--- config.mk ---
export PLATFORM = sky130hd
export DESIGN_NAME = autobaud_core
export DESIGN_NICKNAME = d
export VERILOG_FILES = /design/src/rtl/abd_pkg.sv /design/src/rtl/abd_sync.sv /design/src/rtl/abd_meter.sv /design/src/rtl/abd_ticker.sv /design/src/rtl/autobaud_core.sv
export SDC_FILE = /design/constraint.sdc
export NUM_CORES = 1
export LEC_CHECK = 0
export BUFFER_PORTS_ARGS = -buffer_cell sky130_fd_sc_hd__buf_2
export CORE_MARGIN = 5
export CORE_UTILIZATION = 55
export DETAILED_ROUTE_END_ITERATION = 10
export PLACE_DENSITY_LB_ADDON = 0.2
export SLEW_MARGIN = 15
export SYNTH_ARGS = -nofsm -noshare
export SYNTH_HDL_FRONTEND = slang
export SYNTH_SLANG_ARGS = --single-unit
--- constraint.sdc ---
create_clock -name clk -period 3.5 [get_ports clk]
set_input_delay 0.35 -clock clk [delete_from_list [all_inputs] [get_ports clk]]
set_output_delay 0.35 -clock clk [all_outputs]
set_load 0.05 [all_outputs]
--- src/rtl/abd_pkg.sv ---
package abd_pkg;

    // Slowest supported bit period in system clocks.
    localparam int unsigned MAX_DIV  = 512;
    // Bit times the calibration character keeps the line low (power of two).
    localparam int unsigned CAL_BITS = 8;
    // Consecutive low bit times that count as a line break.
    localparam int unsigned BRK_BITS = 10;

    typedef enum logic [1:0] {
        ST_HUNT,   // waiting for the calibration falling edge
        ST_MEAS,   // timing the low interval
        ST_LOCK,   // rate held, watching for break
        ST_WAIT    // dropped: wait for line high before hunting
    } abd_state_e;

    // Mid-bit offset: half the period, never less than one clock.
    function automatic int unsigned half_of(input int unsigned per);
        int unsigned h;
        h = per >> 1;
        return (h == 0) ? 1 : h;
    endfunction

endpackage

--- src/rtl/abd_sync.sv ---
module abd_sync #(
    parameter bit IDLE = 1'b1
) (
    input  logic clk,
    input  logic rst,
    input  logic d_i,
    output logic q_o
);
    logic meta_q;
    logic sync_q;

    always_ff @(posedge clk) begin
        if (rst) begin
            meta_q <= IDLE;
            sync_q <= IDLE;
        end else begin
            meta_q <= d_i;
            sync_q <= meta_q;
        end
    end

    assign q_o = sync_q;
endmodule

--- src/rtl/abd_meter.sv ---
module abd_meter #(
    parameter int unsigned MAX_DIV  = abd_pkg::MAX_DIV,
    parameter int unsigned CAL_BITS = abd_pkg::CAL_BITS,
    parameter int unsigned BRK_BITS = abd_pkg::BRK_BITS,
    localparam int unsigned PER_W   = $clog2(MAX_DIV + 1)
) (
    input  logic             clk,
    input  logic             rst,
    input  logic             line_s,
    output logic [PER_W-1:0] period_o,
    output logic             locked_o,
    output logic             fall_o
);
    import abd_pkg::*;

    localparam int unsigned LIMIT = CAL_BITS * (MAX_DIV + 1);
    localparam int unsigned CNT_W = $clog2(LIMIT + 1);
    localparam int unsigned SHIFT = $clog2(CAL_BITS);
    localparam int unsigned BRK_W = $clog2(BRK_BITS * MAX_DIV + 1);

    abd_state_e       st;
    logic [CNT_W-1:0] cnt;
    logic [CNT_W-1:0] quo;
    logic [BRK_W-1:0] lowrun;
    logic [BRK_W-1:0] thr;
    logic [PER_W-1:0] per_q;
    logic             lock_q;
    logic             line_q;
    logic             fall;
    logic             quo_ok;

    assign fall   = line_q & ~line_s;
    assign quo    = cnt >> SHIFT;
    assign quo_ok = (quo != '0);
    assign thr    = BRK_W'(BRK_BITS) * BRK_W'(per_q);

    always_ff @(posedge clk) begin
        if (rst) begin
            st     <= ST_HUNT;
            cnt    <= '0;
            lowrun <= '0;
            per_q  <= '0;
            lock_q <= 1'b0;
            line_q <= 1'b1;
        end else begin
            line_q <= line_s;
            case (st)
                ST_HUNT: begin
                    if (fall) begin
                        st  <= ST_MEAS;
                        cnt <= CNT_W'(1);
                    end
                end
                ST_MEAS: begin
                    if (!line_s) begin
                        if (cnt == CNT_W'(LIMIT - 1)) st <= ST_WAIT;
                        else                          cnt <= cnt + 1'b1;
                    end else if (quo_ok) begin
                        st     <= ST_LOCK;
                        per_q  <= quo[PER_W-1:0];
                        lock_q <= 1'b1;
                        lowrun <= '0;
                    end else begin
                        st <= ST_HUNT;
                    end
                end
                ST_LOCK: begin
                    if (!line_s) begin
                        if (lowrun == thr - 1'b1) begin
                            st     <= ST_WAIT;
                            per_q  <= '0;
                            lock_q <= 1'b0;
                            lowrun <= '0;
                        end else begin
                            lowrun <= lowrun + 1'b1;
                        end
                    end else begin
                        lowrun <= '0;
                    end
                end
                ST_WAIT: begin
                    if (line_s) st <= ST_HUNT;
                end
                default: st <= ST_HUNT;
            endcase
        end
    end

    assign period_o = per_q;
    assign locked_o = lock_q;
    assign fall_o   = fall;
endmodule

--- src/rtl/abd_ticker.sv ---
module abd_ticker #(
    parameter int unsigned PER_W = 10
) (
    input  logic             clk,
    input  logic             rst,
    input  logic             locked_i,
    input  logic [PER_W-1:0] period_i,
    input  logic             resync_i,
    output logic             tick_o,
    output logic             strobe_o
);
    logic [PER_W-1:0] pc;
    logic [PER_W-1:0] half_w;
    logic             at_end;

    assign half_w = PER_W'(abd_pkg::half_of(32'(period_i)));
    assign at_end = (pc == period_i - 1'b1);

    always_ff @(posedge clk) begin
        if (rst)           pc <= '0;
        else if (!locked_i) pc <= '0;
        else if (resync_i)  pc <= '0;
        else if (at_end)    pc <= '0;
        else                pc <= pc + 1'b1;
    end

    assign tick_o   = locked_i & at_end;
    assign strobe_o = locked_i & (pc == half_w - 1'b1);
endmodule

--- src/rtl/autobaud_core.sv ---
module autobaud_core #(
    parameter int unsigned MAX_DIV  = abd_pkg::MAX_DIV,
    parameter int unsigned CAL_BITS = abd_pkg::CAL_BITS,
    parameter int unsigned BRK_BITS = abd_pkg::BRK_BITS,
    localparam int unsigned PER_W   = $clog2(MAX_DIV + 1)
) (
    input  logic             clk,
    input  logic             rst,
    input  logic             line_i,
    output logic [PER_W-1:0] period_o,
    output logic             locked_o,
    output logic             tick_o,
    output logic             strobe_o
);
    logic line_s;
    logic fall;

    abd_sync #(.IDLE(1'b1)) u_sync (
        .clk (clk),
        .rst (rst),
        .d_i (line_i),
        .q_o (line_s)
    );

    abd_meter #(
        .MAX_DIV  (MAX_DIV),
        .CAL_BITS (CAL_BITS),
        .BRK_BITS (BRK_BITS)
    ) u_meter (
        .clk      (clk),
        .rst      (rst),
        .line_s   (line_s),
        .period_o (period_o),
        .locked_o (locked_o),
        .fall_o   (fall)
    );

    abd_ticker #(.PER_W(PER_W)) u_ticker (
        .clk      (clk),
        .rst      (rst),
        .locked_i (locked_o),
        .period_i (period_o),
        .resync_i (fall & locked_o),
        .tick_o   (tick_o),
        .strobe_o (strobe_o)
    );
endmodule

## After elaboration in Yosys (flattened, before gate mapping)

Cells that the tools add are included.

- Add/sub/neg operators: 6
- $mul: 1
- Divide/modulo/power cells: 0
- Magnitude comparators: 0
- Equality and inequality tests: 16
- Shift-type cells: 0
- Muxes and demuxes: 28
- Bitwise logic cells: 6
- Reduce and logical (&&, ||, !) cells: 10

Operator list:

| cell | count |
|---|---|
| $mux 13 | 7 |
| $pmux 13 s2 | 2 |
| $mux 10 | 4 |
| $logic_not 32->1 | 1 |
| $add 13x1->13 const B | 2 |
| $eq 10x10->1 | 2 |
| $pmux 10 s2 | 1 |
| $sub 10x1->10 const B | 2 |
| $mux 2 | 7 |
| $eq 13x13->1 | 1 |
| $eq 13x13->1 const B | 1 |
| $reduce_bool 13->1 | 1 |
| $sub 13x1->13 const B | 1 |
| $mul 3x10->12 const A | 1 |
| $ne 2x2->1 const B | 6 |
| $add 10x1->10 const B | 1 |
| $reduce_and 5->1 | 2 |
| $mux 9 | 1 |
| $pmux 2 s4 | 1 |
| $and 1x1->1 | 4 |
| $eq 2x2->1 const B | 2 |
| $mux 1 | 4 |
| $ne 2x1->1 const B | 2 |
| $reduce_and 4->1 | 1 |
| 8 further kinds | 10 |

- Bits in registers: 52
- Latch bits: 0
- Memory bits (writable): 0
- Bits in read-only memories: 0
- Input port bits: 3
- Output and inout bits: 13
- Memories kept: 0

## Logic depth before layout (Yosys ltp)

Gate-level depths: netlist of run 1.

- Depth in word-level cells: 6
- Mapped depth: 13

## Modules after synthesis

Synthesis of run 1 repeated with hierarchy kept, for this count alone.

- Cell total of the unflattened synthesis: 466
- Area, all modules: 3839.9 um^2

By module, submodules not included:

| module | times used | cells each | area an instance (um^2) |
|---|---|---|---|
| abd_meter | 1 | 310 | 2641.3 |
| abd_ticker | 1 | 151 | 1139.8 |
| abd_sync | 1 | 4 | 52.6 |
| autobaud_core | 1 | 1 | 6.3 |

## Least setup slack after synthesis of run 1

OpenSTA, ideal clock, no wires.

- Kind: reg-to-output
- Start: register u_meter.per_q[4] (netlist: u_meter.period_o[4])
- End: output strobe_o
- Arrival: 3369 ps
- Setup slack: -219 ps
- Stages on the path, launching flop included: 12
- Buffers on the path: 1
- Path through: dfxtp_1 > clkbuf_1 > nor4_1 > a31oi_1 > ha_1 > and3_1 > nand3_1 > o21ai_0 > nor2_1 > a21oi_1 > a32oi_1 > nor3_1

- Cells in the longest elaborated chain, start to end: 5

RTL lines:

| item | RTL line | source |
|---|---|---|
| start: declaration | abd_meter.sv:26 | `logic [PER_W-1:0] per_q;` |
| start signal: assignment | abd_meter.sv:60 | `per_q <= quo[PER_W-1:0];` |
| $logic_not 32->1 | abd_pkg.sv:21 | `return (h == 0) ? 1 : h;` |
| $mux 9 (*) | abd_pkg.sv:21 |  |
| $sub 10x1->10 (*) | abd_ticker.sv:28 | `assign strobe_o = locked_i & (pc == half_w - 1'b1);` |
| $eq 10x10->1 (*) | abd_ticker.sv:28 |  |
| $and 1x1->1 (*) | abd_ticker.sv:28 |  |
| end: declaration | autobaud_core.sv:13 | `output logic strobe_o` |

Every way passes the cells marked *; elsewhere a longest branch is shown, timed or not.

## Worst setup path in the final report of run 1

- Start: register u_meter.per_q[1] (netlist: u_meter.period_o[1])
- End: register u_meter.per_q[0] (netlist: u_meter.period_o[0])

- Cells in the longest elaborated chain, start to end: 5

RTL lines:

| item | RTL line | source |
|---|---|---|
| $mul 3x10->12 | abd_meter.sv:35 | `assign thr = BRK_W'(BRK_BITS) * BRK_W'(per_q);` |
| $sub 13x1->13 | abd_meter.sv:69 | `if (lowrun == thr - 1'b1) begin` |
| $eq 13x13->1 | abd_meter.sv:69 |  |
| $ne 2x1->1 (no source line) | - |  |
| $reduce_and 5->1 (no source line) | - |  |

Every way passes these cells.
A chain may end at the register's enable or synchronous reset.

==> impl_metrics.toml, run 1 <==
[timing]
fin_skew_ns = 0.00701
hold_viol = 0
max_freq_mhz = 292
drv_slew = 0
finalSetupTns_ns = 0
min_period_over_period_pct = 97.8
post-route-min-period_ns = 3.42
max_slew_margin_pct = 28.1
finalSetupViolations = 0
fin_hold_ws_ns = 0.218
worst-slew-pin-transition_ns = 1.07
finalWorstSetupSlack_ns = 0.0773

[synth]
synth-edff-count = 0
ys_dominant_reg_cell = "dfxtp_1"
synth_area_sq_um = 3670
yosys.cell_types.count = 63
synth_nets = 462
synth_seq_cells = 52
async_flop_share_pct = 0
yosysWarnings = 0
ys_seq_area_share_pct = 28.3
syn_inst = 437
postSynthAreaPerCell_sq_um = 8.41

[place]
place_hpwl_um = 6400
port_buffers = 15
pre_cts_slack_ns = 0.0573
gp_congestion = 0.900
placed_area_sq_um = 3840
placed_cells = 516

[worst_setup_path]
cp_max_fo = 10
startpoint_type = "flip-flop"
path_buf_inv = 1
cp_slowest_cell = "fa_2"
r2r-start = "u_meter.period_o[1]$_SDFFE_PP0P_"
crit_required_ns = 3.71
path_cells = "ha_1 -> ha_2 -> fa_2 -> a211o_1 -> nand2b_1 -> a21oi_1 -> o22ai_2 -> xnor2_1 -> xnor2_1 -> and4_4 -> o32ai_4 -> buf_12 -> a22o_1"
crit_family = "adder cells"
crit_type = "flip-flop to flip-flop"
critPathMostFrequentCell = "xnor2_1"
critPathCaptureType = "flip-flop"
worstPathArrival_ns = 3.63
critPathMaxStageDelay_ns = 0.42
crit_start = "u_meter.period_o[1]$_SDFFE_PP0P_"

[cells_and_area]
fin_nets = 474
diodes = 0
drive_above_1_share_pct = 16.9
final_common_cell = "nor2_1"
fin_cells = 527
final_util_pct = 62.9
layout_common_cells = "52 x nor2_1, 50 x dfxtp_1, 37 x xnor2_1"
syn2layout_area_growth_pct = 10.0
final_area_sq_um = 4040
fillers = 561

[drt]
first_iter_violations = 206
dr.pass1.iters = 5
drc = 0
ant_nets = 0
vias = 3234
viasPerCell = 6.14
wl_per_cell_um = 16.4
wirelength_um = 8650

[grt]
grt_pass1_wl_um = 13900
grt_max_degree = 20
antenna_found_initial = 0
first_global_vias = 2888
grt_remaining_overflow = 0
grt_use_total_pct = 19.8

[floorplan]
dieArea_sq_um = 8410
row_count = 29
die_h_um = 91.7
core_region_area_sq_um = 6420
start_util_pct = 57.2
die-width_um = 91.7
ioPinCount = 16

[cts]
ctsHtreeMaxLevel = 2
clk_latency_ns = 0.31
cts_root_buf = "clkbuf_8"
numCtsBuffers = 5
cts.clk_slew.worst_paths_ns = 0.10
clockBufferDepth = 2
tritoncts = "built"
cts.sinks = 52

[hold_path]
hold_path_class = "primary input to flip-flop"
hold_start = "line_i"

[power]
power_density_nw_per_um2 = 247
finalPower_mw = 0.997
vdd_drop_max_uv = 270
power_leakage_nw = 1.68

[flow_run]
cap_violations = 0

[outcome]
run_status = "complete, no violations"
what timing repair did:
action / in CTS / in global routing
setup buffers: 0 / 2
setup endpoints to repair: 0 / 23
resized for setup: 0 / 14
hold buffers: 0 / 0
path summary, 6_finish.rpt:
check	to	slack, ns	cells past startpoint
worst max-delay path	u_meter.period_o[0]$_SDFFE_PP0P_	0.08	13
worst min-delay path	u_sync.meta_q$_SDFF_PP1_	0.22	2
worst max register to register	u_meter.period_o[0]$_SDFFE_PP0P_	0.08	13
worst min register to register	u_sync.q_o$_SDFF_PP1_	0.42	1
flip-flops by register name, indices dropped and copies added (netlist names), named ones only:
| register | count |
|---|---|
| u_meter.cnt | 13 |
| u_ticker.pc | 10 |
| u_meter.lowrun | 13 |
| u_meter.line_q | 1 |
| u_sync.meta_q | 1 |
| u_meter.locked_o | 1 |
| u_sync.q_o | 1 |
| u_meter.period_o | 10 |
| u_meter.st | 1 |
power breakdown:
part	total, mW	switching (mW)	leakage (nW)	internal [mW]
registers	0.597	0.00399	0.421	0.593
clock network	0.371	0.220	0.0511	0.151
logic	0.0290	0.0179	1.21	0.0111
cells in the mapped netlist, drive strengths merged (3+ instances only):
cell type | count | area [sq um]
nor4 | 3 | 18.8
o21ai | 20 | 123
or3 | 4 | 30.0
or2 | 4 | 25.0
ha | 21 | 263
o41ai | 4 | 35.0
a22o | 14 | 123
nor3 | 12 | 65.1
nand2b | 3 | 18.8
a211oi | 7 | 75.1
xnor2 | 38 | 333
nand2 | 28 | 105
nor4b | 3 | 32.5
a21oi | 13 | 65.1
o211ai | 4 | 30.0
buf | 9 | 52.5
nand3 | 32 | 165
inv | 8 | 30.0
nor2b | 3 | 18.8
and4 | 4 | 37.5
xor2 | 29 | 254
a31oi | 4 | 25.0
and3 | 12 | 75.1
dfxtp | 52 | 1040
clkbuf | 17 | 63.8
a221o | 3 | 30.0
a2111oi | 3 | 45.1
nor2 | 54 | 203
layer usage:
metal	global-route usage [%]	routed length, um
met5	0	0
met4	4.95	87
met3	2.62	443
met2	32.1	4010
met1	27.9	4110
kinds of logic (layout without fill, tap and decap cells):
| family | after synthesis | after routing | synth area share [%] |
|---|---|---|---|
| DFF | 52 | 52 | 28.3 |
| xor gates and xnor gates | 68 | 68 | 16.6 |
| AOI/OAI and AO/OA | 89 | 89 | 19.6 |
| muxes | 2 | 2 | 0.545 |
| and+or+nand+nor | 170 | 171 | 23.2 |
| buffers and inverters | 34 | 46 | 3.98 |
| adders and majority gates | 22 | 22 | 7.70 |
final cells by class:
class	count	area [sq um]	area share, %
repair buffers	30	200	4.95
multi-input cells	352	2570	63.6
flip-flops and latches	52	1050	25.9
well taps	77	96.3	2.38
inverters	8	30.0	0.743
clock inverters	3	28.8	0.712
clock buffers	5	68.8	1.70
Note: power is estimated with default switching activity, not from simulation.
==> run 2: changes to the inputs <==
--- a/config.mk
+++ b/config.mk
@@ -10,6 +10,7 @@
 export CORE_UTILIZATION = 55
 export DETAILED_ROUTE_END_ITERATION = 10
 export PLACE_DENSITY_LB_ADDON = 0.2
+export SETUP_SLACK_MARGIN = 0.2
 export SLEW_MARGIN = 15
 export SYNTH_ARGS = -nofsm -noshare
 export SYNTH_HDL_FRONTEND = slang
==> run 2 against run 1 <==
Flip-flop and latch count unchanged. Total power down 2.6%. Combinational power up 9.7%. Cell area up 4.0%.
==> impl_metrics.toml, run 2 (synthesis results as in run 1) <==
[place]
port_buffers = 15
gp_congestion = 0.935
placed_area_sq_um = 3850
place_hpwl_um = 6320

[floorplan]
dieArea_sq_um = 8410
die-width_um = 91.7
core_region_area_sq_um = 6420
ioPinCount = 16
row_count = 29
die_h_um = 91.7
start_util_pct = 57.2

[cells_and_area]
fin_nets = 481
syn2layout_area_growth_pct = 14.5
top_regs = "u_meter.cnt (13), u_meter.lowrun (13)"
drive_above_1_share_pct = 21.9
final_util_pct = 65.5
final_common_cell = "nor2_1"
layout_common_cells = "52 x nor2_1, 43 x dfxtp_1, 35 x xnor2_1"
final_area_sq_um = 4210
diodes = 0

[cts]
tritoncts = "built"
cts_root_buf = "clkbuf_8"
ctsHtreeMaxLevel = 2
cts.clk_slew.worst_paths_ns = 0.10
numCtsBuffers = 5
clk_latency_ns = 0.30
clockBufferDepth = 2
hold_buffers = 0
cts.sinks = 52

[grt]
grt_max_degree = 17
antenna_found_initial = 0
grt_remaining_overflow = 0
grt_pass1_wl_um = 14200
first_global_vias = 2983
grt_use_total_pct = 20.1

[timing]
worst-slew-pin-transition_ns = 1.03
drv_slew = 0
post-route-min-period_ns = 3.21
max_slew_margin_pct = 30.5
finalSetupViolations = 0
fin_skew_ns = 0.0130
hold_viol = 0
rsz0062_at_grt = "no"
min_period_over_period_pct = 91.7
max_freq_mhz = 312
finalSetupTns_ns = 0

[power]
internal-power_mw = 0.747
power_leakage_nw = 1.73
clkPwrFrac_pct = 35.4
pwr-share-comb_pct = 3.3
vdd_drop_max_uv = 224
p_sw_share_pct = 23.0
switching_power_mw = 0.224
power_frac_seq_pct = 61.3
power_density_nw_per_um2 = 231

[drt]
ant_nets = 0
dr.pass1.iters = 5
first_iter_violations = 209
vias = 3270
wirelength_um = 8820
viasPerCell = 6.12
wl_per_cell_um = 16.5
drc = 0

[outcome]
run_status = "complete, no violations"

[worst_setup_path]
cp_max_fo = 7
r2r-start = "u_meter.period_o[1]$_SDFFE_PP0P_"
r2r_setup_slack_ns = 0.30
startpoint_type = "flip-flop"
worstPathArrival_ns = 2.86
critPathCaptureType = "primary output"
crit_start = "u_meter.period_o[6]$_SDFFE_PP0P_"
crit_required_ns = 3.15
crit_type = "flip-flop to primary output"

[hold_path]
hold_start = "line_i"
hold_path_class = "primary input to flip-flop"

[flow_run]
cap_violations = 0
-- run 2: changes by cell type in the layout (fill, tap and decap cells not counted), sizes merged --
cell      before  now
clkbuf         5    9
inv           11    8
buf           30   34
clkinvlp       0    1
clkinv         0    1
-- run 2: critical path: stages, from the launching register on --
cell and delay (ns):
dfxtp_2 0.36, buf_4 0.17, nor4_1 0.26, buf_4 0.19, a31oi_2 0.13, ha_1 0.35
xnor2_1 0.15, nor4_1 0.25, o221ai_1 0.21, nor3_2 0.21, clkbuf_4 0.27
-- run 2: final cells by class --
type / instances / area (sq um)
inverters: 8 / 30.0
well taps: 77 / 96.3
flip-flops and latches: 52 / 1060
clock inverters: 2 / 16.3
multi-input cells: 352 / 2650
clock buffers: 6 / 72.6
repair buffers: 37 / 275
fillers: 539 / 2220
-- run 2: per-stage QoR --
stage / power [mW] / worst slack (ns) / hold WS [ns] / instances
6_report: 0.971 / 0.290 / 0.238 / 534
2_1_floorplan: 0.630 / 0.214 / 0.389 / 437
5_1_grt: 1.01 / 0.183 / 0.252 / 534
4_1_cts: 0.980 / 0.122 / 0.225 / 528
3_5_place_dp: 0.635 / 0.151 / 0.397 / 515
3_3_place_gp: 0.635 / 0.256 / 0.397 / 515
-- run 2: power groups by stage --
stage          Sequential (mW)  Clock (mW)  Combinational [mW]
5_1_grt                  0.596       0.378              0.0350
2_1_floorplan            0.608           0              0.0212
4_1_cts                  0.597       0.355              0.0282
3_3_place_gp             0.610           0              0.0244
3_5_place_dp             0.610           0              0.0251
6_report                 0.595       0.344              0.0318
-- run 2: final timing paths --
| check | to | depth (start not counted) |
|---|---|---|
| setup / recovery | strobe_o | 10 |
| hold / removal | u_sync.meta_q$_SDFF_PP1_ | 2 |
| setup reg to reg | u_meter.period_o[2]$_SDFFE_PP0P_ | 14 |
| hold reg to reg | u_sync.q_o$_SDFF_PP1_ | 1 |
-- run 2: layer usage --
metal	GRT usage, %	part of all wire, %	up-vias
li1	-	-	1602
met1	28.6	47	1554
met5	0	0	-
met2	32.3	46	102
met3	2.45	5.0	12
met4	4.95	1.4	0
-- run 2: repair_timing --
item	4_1_cts	5_1_grt
buffers inserted	4	5
gates cloned	1	1
setup endpoints to repair	22	25
pin swaps	6	14
gates resized for setup	8	22
